File: config.mk
export PLATFORM = sky130hd
export DESIGN_NAME = hostmsg_csr_unit
export DESIGN_NICKNAME = d
export VERILOG_FILES = /design/src/rtl/hostmsg_pkg.sv /design/src/rtl/hostmsg_rst_sync.sv /design/src/rtl/hostmsg_decode.sv /design/src/rtl/hostmsg_fifo.sv /design/src/rtl/hostmsg_runctl.sv /design/src/rtl/hostmsg_csr_unit.sv
export SDC_FILE = /design/constraint.sdc
export NUM_CORES = 1
export LEC_CHECK = 0
export BUFFER_PORTS_ARGS = -buffer_cell sky130_fd_sc_hd__buf_2
export CAP_MARGIN = 0
export CORE_AREA = 5 5 96 98
export DETAILED_ROUTE_END_ITERATION = 8
export DIE_AREA = 0 0 101 103
export GPL_TIMING_DRIVEN = 0
export PLACE_DENSITY = 0.88
export SETUP_SLACK_MARGIN = 0.1
export SYNTH_ARGS = -nofsm -noshare
export SYNTH_HDL_FRONTEND = slang
export SYNTH_SLANG_ARGS = --single-unit
File: constraint.sdc
create_clock -name clk -period 2.1 [get_ports clk]
set_input_delay 0.105 -clock clk [delete_from_list [all_inputs] [get_ports clk]]
set_output_delay 0.105 -clock clk [all_outputs]
set_load 0.005 [all_outputs]
File: src/rtl/hostmsg_pkg.sv
package hostmsg_pkg;

  typedef enum logic [1:0] {
    KIND_EXIT    = 2'd0,
    KIND_CHAR    = 2'd1,
    KIND_INT_LO  = 2'd2,
    KIND_INT_HI  = 2'd3
  } msg_kind_e;

  typedef struct packed {
    msg_kind_e   kind;
    logic [15:0] payload;
  } msg_t;

  typedef enum logic [1:0] {
    RC_IDLE = 2'd0,
    RC_RUN  = 2'd1,
    RC_HALT = 2'd2
  } run_state_e;

endpackage

File: src/rtl/hostmsg_rst_sync.sv
module hostmsg_rst_sync #(
  parameter int STAGES = 2
) (
  input  logic clk,
  input  logic rst_n,
  output logic rst_sync_n
);
  logic [STAGES-1:0] sync_q;

  always_ff @(posedge clk or negedge rst_n) begin
    if (!rst_n) sync_q <= '0;
    else        sync_q <= {sync_q[STAGES-2:0], 1'b1};
  end

  assign rst_sync_n = sync_q[STAGES-1];
endmodule

File: src/rtl/hostmsg_decode.sv
module hostmsg_decode
  import hostmsg_pkg::*;
#(
  parameter int          ADDR_W      = 12,
  parameter logic [11:0] TOHOST_ADDR = 12'h780
) (
  input  logic [ADDR_W-1:0] addr_i,
  input  logic [17:0]       data_i,
  output logic              hit_o,
  output msg_t              msg_o,
  output logic              is_exit_o
);
  always_comb begin
    hit_o       = (addr_i == ADDR_W'(TOHOST_ADDR));
    msg_o.kind  = msg_kind_e'(data_i[17:16]);
    msg_o.payload = data_i[15:0];
    is_exit_o   = (msg_o.kind == KIND_EXIT);
  end
endmodule

File: src/rtl/hostmsg_fifo.sv
module hostmsg_fifo
  import hostmsg_pkg::*;
#(
  parameter int DEPTH = 4
) (
  input  logic                       clk,
  input  logic                       rst_n,
  input  logic                       enq_i,
  input  msg_t                       data_i,
  input  logic                       deq_i,
  output msg_t                       head_o,
  output logic                       full_o,
  output logic                       empty_o,
  output logic [$clog2(DEPTH+1)-1:0] level_o
);
  localparam int PTR_W = (DEPTH > 1) ? $clog2(DEPTH) : 1;
  localparam int CNT_W = $clog2(DEPTH+1);
  localparam logic [PTR_W-1:0] LAST = PTR_W'(DEPTH-1);

  msg_t             mem_q [DEPTH];
  logic [PTR_W-1:0] wr_ptr_q, wr_ptr_d;
  logic [PTR_W-1:0] rd_ptr_q, rd_ptr_d;
  logic [CNT_W-1:0] count_q, count_d;
  logic             push, pop;

  always_comb begin
    empty_o = (count_q == '0);
    full_o  = (count_q == CNT_W'(DEPTH));
    push    = enq_i & ~full_o;
    pop     = deq_i & ~empty_o;

    wr_ptr_d = wr_ptr_q;
    rd_ptr_d = rd_ptr_q;
    if (push) wr_ptr_d = (wr_ptr_q == LAST) ? '0 : wr_ptr_q + 1'b1;
    if (pop)  rd_ptr_d = (rd_ptr_q == LAST) ? '0 : rd_ptr_q + 1'b1;

    unique case ({push, pop})
      2'b10:   count_d = count_q + 1'b1;
      2'b01:   count_d = count_q - 1'b1;
      default: count_d = count_q;
    endcase
  end

  always_ff @(posedge clk or negedge rst_n) begin
    if (!rst_n) begin
      wr_ptr_q <= '0;
      rd_ptr_q <= '0;
      count_q  <= '0;
    end else begin
      wr_ptr_q <= wr_ptr_d;
      rd_ptr_q <= rd_ptr_d;
      count_q  <= count_d;
    end
  end

  for (genvar i = 0; i < DEPTH; i++) begin : g_entry
    logic entry_en;
    assign entry_en = push && (wr_ptr_q == PTR_W'(i));
    always_ff @(posedge clk) begin
      if (entry_en) mem_q[i] <= data_i;
    end
  end

  assign head_o  = mem_q[rd_ptr_q];
  assign level_o = count_q;
endmodule

File: src/rtl/hostmsg_runctl.sv
module hostmsg_runctl
  import hostmsg_pkg::*;
#(
  parameter int PC_W = 32
) (
  input  logic            clk,
  input  logic            rst_n,
  input  logic            start_i,
  input  logic [PC_W-1:0] start_addr_i,
  input  logic            halt_i,
  output logic            run_o,
  output logic [PC_W-1:0] pc_o
);
  run_state_e      state_q, state_d;
  logic [PC_W-1:0] pc_q, pc_d;
  logic            pc_en;

  always_comb begin
    state_d = state_q;
    pc_en   = 1'b0;
    unique case (state_q)
      RC_IDLE, RC_HALT: begin
        if (start_i) begin
          state_d = RC_RUN;
          pc_en   = 1'b1;
        end
      end
      RC_RUN: begin
        if (halt_i) state_d = RC_HALT;
      end
      default: state_d = RC_IDLE;
    endcase
    pc_d = pc_en ? start_addr_i : pc_q;
  end

  always_ff @(posedge clk or negedge rst_n) begin
    if (!rst_n) begin
      state_q <= RC_IDLE;
      pc_q    <= '0;
    end else begin
      state_q <= state_d;
      pc_q    <= pc_d;
    end
  end

  assign run_o = (state_q == RC_RUN);
  assign pc_o  = pc_q;
endmodule

File: src/rtl/hostmsg_csr_unit.sv
module hostmsg_csr_unit
  import hostmsg_pkg::*;
#(
  parameter int          ADDR_W      = 12,
  parameter int          DATA_W      = 32,
  parameter int          PC_W        = 32,
  parameter int          DEPTH       = 4,
  parameter logic [11:0] TOHOST_ADDR = 12'h780
) (
  input  logic              clk,
  input  logic              rst_n,
  input  logic              csr_wr_valid,
  input  logic [ADDR_W-1:0] csr_wr_addr,
  input  logic [DATA_W-1:0] csr_wr_data,
  output logic              csr_wr_ready,
  input  logic              start_valid,
  input  logic [PC_W-1:0]   start_addr,
  output logic              core_run,
  output logic [PC_W-1:0]   core_pc,
  output logic              msg_valid,
  output logic [1:0]        msg_kind,
  output logic [15:0]       msg_payload,
  input  logic              msg_deq
);
  localparam int LVL_W = $clog2(DEPTH+1);

  logic             rst_sync_n;
  logic             tohost_hit;
  logic             wr_is_exit;
  logic             wr_accept;
  logic             q_full, q_empty;
  logic [LVL_W-1:0] q_level;
  msg_t             wr_msg, head_msg;

  hostmsg_rst_sync #(.STAGES(2)) u_rst (
    .clk        (clk),
    .rst_n      (rst_n),
    .rst_sync_n (rst_sync_n)
  );

  hostmsg_decode #(.ADDR_W(ADDR_W), .TOHOST_ADDR(TOHOST_ADDR)) u_dec (
    .addr_i    (csr_wr_addr),
    .data_i    (csr_wr_data[17:0]),
    .hit_o     (tohost_hit),
    .msg_o     (wr_msg),
    .is_exit_o (wr_is_exit)
  );

  assign csr_wr_ready = ~(tohost_hit & q_full);
  assign wr_accept    = csr_wr_valid & core_run & tohost_hit & ~q_full;

  hostmsg_fifo #(.DEPTH(DEPTH)) u_q (
    .clk     (clk),
    .rst_n   (rst_sync_n),
    .enq_i   (wr_accept),
    .data_i  (wr_msg),
    .deq_i   (msg_deq),
    .head_o  (head_msg),
    .full_o  (q_full),
    .empty_o (q_empty),
    .level_o (q_level)
  );

  hostmsg_runctl #(.PC_W(PC_W)) u_run (
    .clk          (clk),
    .rst_n        (rst_sync_n),
    .start_i      (start_valid),
    .start_addr_i (start_addr),
    .halt_i       (wr_accept & wr_is_exit),
    .run_o        (core_run),
    .pc_o         (core_pc)
  );

  assign msg_valid   = ~q_empty;
  assign msg_kind    = head_msg.kind;
  assign msg_payload = head_msg.payload;
endmodule

* Word level (Yosys, flattened, before mapping)
Memory sizes are Yosys's and may differ from the RTL's.
Cells that the tools add are included.
** Operators by class
- $add $sub $neg :: 4
- Multiply operators :: 0
- Div/mod/pow operators :: 0
- Order comparisons :: 0
- Equality and inequality tests :: 12
- Shift operators :: 0
- Multiplexer cells :: 25
- Bitwise logic cells :: 10
- Reduce and logical (&&, ||, !) cells :: 14
** Operators by type and width (number)
- two-way mux 18 bit :: 3
- OR reduction 18 bit :: 3
- two-way mux 2 bit :: 7
- two-way mux 1 bit :: 13
- == test 12 x 11 -> 1 bit (second input constant) :: 1
- == test 2 bit (second input constant) :: 5
- bitwise AND 1 bit :: 7
- == test 2 x 1 -> 1 bit (second input constant) :: 3
- zero test 2 bit :: 3
- one-hot mux 3 bit (2 select lines) :: 1
- adder 2 x 1 -> 2 bit (second input constant) :: 2
- logical AND 1 bit :: 4
- one-hot mux 2 bit (2 select lines) :: 1
- adder 3 x 1 -> 3 bit (second input constant) :: 1
- == test 3 bit (second input constant) :: 1
- zero test 3 bit :: 1
- NOT 1 bit :: 3
- subtractor 3 x 1 -> 3 bit (second input constant) :: 1
- inequality test 2 x 1 -> 1 bit (second input constant) :: 1
- inequality test 2 bit (second input constant) :: 1
- AND reduction 2 bit :: 1
- nonzero test 2 bit :: 1
- OR reduction 2 bit :: 1
** Word-level totals
- Bits in registers :: 43
- Bits in latches :: 0
- Bits in writable memories :: 72
- ROM bits :: 0
- Output and inout port bits :: 53
- Logic and storage cells :: 72
- Memories kept :: 1
** Memories
- u_q.mem_q :: depth 4, width 18, rd ports 1, clocked after Yosys merged registers in 0, wr ports 1, RTL line hostmsg_fifo.sv:20 : msg_t mem_q [DEPTH];

* Depth between registers and ports, before layout
- Word-level depth :: 12
- Mapped depth :: 10
- Depth with buffers taken out :: 9

* Hierarchy
Synthesis repeated with hierarchy kept, for this count alone.
** Second synthesis, totals
- Cells, all modules :: 240
- Area, all modules :: 4749.6 sq um
** Modules (own cells, without submodules)
- hostmsg_fifo :: instances 1, cells each 134, area each 3078.0 sq um
- hostmsg_runctl :: instances 1, cells each 76, area each 1408.9 sq um
- hostmsg_decode :: instances 1, cells each 23, area each 185.2 sq um
- hostmsg_rst_sync :: instances 1, cells each 3, area each 53.8 sq um
- hostmsg_csr_unit :: instances 1, cells each 4, area each 23.8 sq um

* Worst setup path after synthesis
OpenSTA, ideal clock, no wires.
- Path kind :: input to register
- Start point :: input csr_wr_addr[2]
- End point :: register u_q.count_q[2] (netlist: u_q.level_o[2])
- Library setup time :: 125 ps
- Arrival time :: 2134 ps
- Data required time :: 1975 ps
- Path slack :: -160 ps
- Stages on the path :: 10
- Buffers on the path :: 1
- Cells stage by stage :: or4b_4 > nor3_4 > and4_1 > buf_6 > inv_1 > ha_1 > fa_1 > xnor2_1 > nor2_1 > xor2_1
** Between the ends
- Longest elaborated chain between the ends :: 6
- Elaborated cells between the ends (all ways) :: 8
- Those cells by class :: eq/ne (3); mux (1); bitwise (3); reduce/logical (1)
** RTL lines
- start: declaration :: RTL line hostmsg_csr_unit.sv:13 : input logic [ADDR_W-1:0] csr_wr_addr,
- == test 12 x 11 -> 1 bit (*) :: RTL line hostmsg_decode.sv:14 : hit_o = (addr_i == ADDR_W'(TOHOST_ADDR));
- bitwise AND 1 bit (*) (2 in series) :: RTL line hostmsg_csr_unit.sv:50 : assign wr_accept = csr_wr_valid & core_run & tohost_hit & ~q_full;
- bitwise AND 1 bit (*) :: RTL line hostmsg_fifo.sv:29 : push = enq_i & ~full_o;
- == test 2 x 1 -> 1 bit / == test 2 bit (equally long branches) :: RTL line hostmsg_fifo.sv:37 : unique case ({push, pop})
- one-hot mux 3 bit (2 select lines) / nonzero test 2 bit (equally long branches)
- end signal: assignment :: RTL line hostmsg_fifo.sv:52 : count_q <= count_d;
- end: declaration :: RTL line hostmsg_fifo.sv:23 : logic [CNT_W-1:0] count_q, count_d;
Mark *: on every way between the ends. The rest lies on a longest branch, timed or not.
A chain may end at the register's enable or synchronous reset.

* Worst setup path after layout
- Start point :: register u_q.count_q[0] (netlist: u_q.level_o[0])
- End point :: register u_q.count_q[1] (netlist: u_q.level_o[1])
** Between the ends
- Longest elaborated chain between the ends :: 6
- Elaborated cells between the ends (all ways) :: 13
- Those cells by class :: add/sub (2); eq/ne (3); mux (1); bitwise (5); reduce/logical (2)
** RTL lines
- == test 3 bit :: RTL line hostmsg_fifo.sv:28 : full_o = (count_q == CNT_W'(DEPTH));
- NOT 1 bit :: RTL line hostmsg_fifo.sv:29, hostmsg_csr_unit.sv:50
- bitwise AND 1 bit :: RTL line hostmsg_csr_unit.sv:50
- bitwise AND 1 bit :: RTL line hostmsg_fifo.sv:29
- == test 2 x 1 -> 1 bit / == test 2 bit (equally long branches) :: RTL line hostmsg_fifo.sv:37
- one-hot mux 3 bit (2 select lines) (*) :: RTL line hostmsg_fifo.sv:37
- via u_q.count_d[1] :: RTL line hostmsg_fifo.sv:23
The timed path passes the listed nets; every way through them passes the cells marked *.

==> results.ini <==
[status]
status = finished, final reports clean

[routing]
met3_length_um = 751
routed-wl-met2_mm = 5.47
wl_met1_mm = 3.86
dr.pass1.iters = 5
top_layer_used = met4
ant_nets = 0
vias = 2753
post_drt_wl_per_cell_um = 18.8
drc = 0
wl_mm = 10.2
vias_per_cell = 5.06
drt-initial-drc-count = 122

[placed_design]
io_buffers = 119
dpl.hpwl_mm = 6.06
place_congestion = 0.742
placed_cell_area_um2 = 5160

[clock_tree]
htreeDepth = 4
cts.sinks = 115
cts-buffers-inserted = 17
clk_path_buf_depth = 2
clkLatencyLatePin_ns = 0.51
cts-root-buf = clkbuf_8
cts_tree = built
clk_pin_slew_ns = 0.06

[final_layout]
diodes = 0
syn_to_final_growth_pct = 45.2
final_area_um2 = 6410
final_nets = 511
drive_above_1_share_pct = 53.7

[synthesis]
yosysMostFrequentCell = edfxtp_1
synth_edf_count = 72
yosys-top-cells-count = edfxtp_1 (72), dfrtp_1 (43), mux2_2 (34)
syn_area_um2 = 4410
synth_area_leaders = edfxtp_1 (49%), dfrtp_1 (24%), mux4_2 (9.2%)
yosysTopAreaCellShare_pct = 49.0
avgSynthCellArea_um2 = 20.1
async_reset_ff_share_pct = 37.4
synthCells = 220
yosysWarnings = 0
synth_seq_cells = 115
synth_top_flop_cell = edfxtp_1
synth_seq_area_share_pct = 73.4
synth_top_cell_by_area = edfxtp_1
ys_types = 31
synth_nets = 308

[sta]
setup_viol = 0
timing_hold_violations_final = 0
timing.final.max_slew_violations = 0
relSlewSlack_pct = 38.8
tightest_slew_ns = 0.919
grt_setup_unrepaired = yes
fin_crit_ns = 1.98
fin_crit_sh_pct = 94.1
skew_ns = 0.00803
tns_ns = 0
fmax_mhz = 506

[floorplan]
core_area_um2 = 8380
die_w_um = 101
die_area_um2 = 10400
die_h_um = 103
rows = 34
io-pin-count = 134
start_util_pct = 52.7

[run]
drv_cap = 0

[power]
ir_drop_mv = 0.934
power.total_w = 0.00758
p_leak_nw = 2.61
powerDensity_nw_per_um2 = 1180

[global_routing]
grt_remaining_overflow = 0
track_usage_pct = 21.3
grt_first_pass_wirelength_mm = 16.2
antenna_found_initial = 0
grt_max_degree = 42
grt_pass1_vias = 3132

[setup_path]
path_class = reg -> reg
arrival_ns = 2.36
worst_setup_path_end_kind = flop
worst_setup_path_start_kind = flop
required_ns = 2.49
cp_max_fo = 4

[min_path]
hp-class = in -> reg

power by group:
group          leakage (nW)  internal [W]  switching, W
Combinational          1.18       0.00111      0.000744
Clock                 0.275       0.00180      0.000984
Sequential             1.15       0.00272      0.000214
Total                  2.61       0.00563       0.00194
cell families after synthesis:
kind of cell,Yosys count,synth area share (%)
flip-flops,115,73.4
multiplexers,54,18.5
AND/OR/NAND/NOR,23,3.40
buffers and inverters,14,1.39
adder cells (fa/ha/maj),7,2.15
AO/OA/AOI/OAI,3,0.453
XOR/XNOR,3,0.596
other,1,0.0850
critical path, cell delays in order, from the launching register on:
cell and delay (ns):
dfrtp_2 0.43, nor2_2 0.13, nand2_1 0.08, and4_1 0.22
buf_6 0.12, inv_2 0.05, ha_4 0.13, fa_2 0.44
mux2_2 0.27
per-layer routing:
metal / track usage (%) / vias up
met5: 0 / -
met4: 7.46 / 0
met3: 6.97 / 14
met2: 37.0 / 122
met1: 25.1 / 1359
li1: - / 1258
stage by stage:
step	hold WS [ns]	util [%]	std cells	worst slack (ns)
floorplan	-0.191	-	220	-0.0437
global placement	-0.110	61.6	447	-0.220
detailed placement	-0.107	61.6	447	-0.254
CTS	0.0545	75.8	538	0.101
global route	0.116	76.5	544	0.0566
finish	0.0968	76.5	544	0.123
path summary, 6_finish.rpt:
path	startpoint	to	slack (ns)	cells past startpoint
hold / removal	csr_wr_addr[4]	u_run.state_q[0]$_DFFE_PN0P_	0.1	5
max in group asynchronous	u_rst.sync_q[1]$_DFF_PN0_	u_q.level_o[0]$_DFFE_PN0P_	1.08	0
setup reg to reg	u_q.level_o[0]$_DFFE_PN0P_	u_q.level_o[1]$_DFFE_PN0P_	0.12	8
min in group asynchronous	u_rst.sync_q[1]$_DFF_PN0_	u_q.level_o[0]$_DFFE_PN0P_	0.40	0
hold reg to reg	u_rst.sync_q[0]$_DFF_PN0_	u_rst.sync_q[1]$_DFF_PN0_	0.35	0
setup / recovery	u_q.level_o[0]$_DFFE_PN0P_	u_q.level_o[1]$_DFFE_PN0P_	0.12	8
cells in the final DEF (no fill, tap or decap), types with 3 or more instances in the layout:
cell type and n:
clkbuf_1 5, clkbuf_16 16, ha_1 5, mux4_2 18, and2_2 4, dlygate4sd3_1 56
mux2_2 34, bufinv_16 3, dfrtp_1 41, inv_1 3, edfxtp_1 72, clkinv_2 4
buf_4 12, nor2_1 4, clkinvlp_4 4, buf_2 119
layout make-up:
| cell class | count | area (um^2) |
|---|---|---|
| Inverter | 5 | 18.8 |
| Tap cell | 108 | 135 |
| Fill cell | 456 | 1970 |
| Timing Repair Buffer | 184 | 1220 |
| Sequential cell | 115 | 3240 |
| Multi-Input combinational cell | 91 | 1150 |
| Clock inverter | 14 | 161 |
| Clock buffer | 18 | 418 |
| Buffer | 9 | 56.3 |
flip-flops by register name, summed over array words and instances (netlist names):
register / flops
u_rst.sync_q: 2
u_q.wr_ptr_q: 2
u_q.level_o: 3
u_run.state_q: 2
u_q.mem_q: 72
u_run.pc_o: 32
u_q.rd_ptr_q: 2
what timing repair did:
item / in CTS / in global routing
endpoints found under the setup margin: 20 / 5
hold endpoints to repair: 110 / 0
setup buffers: 3 / 6
pin swaps: 1 / 7
hold buffers: 56 / 0
resized for setup: 12 / 3
(Power assumes the default switching activity.)
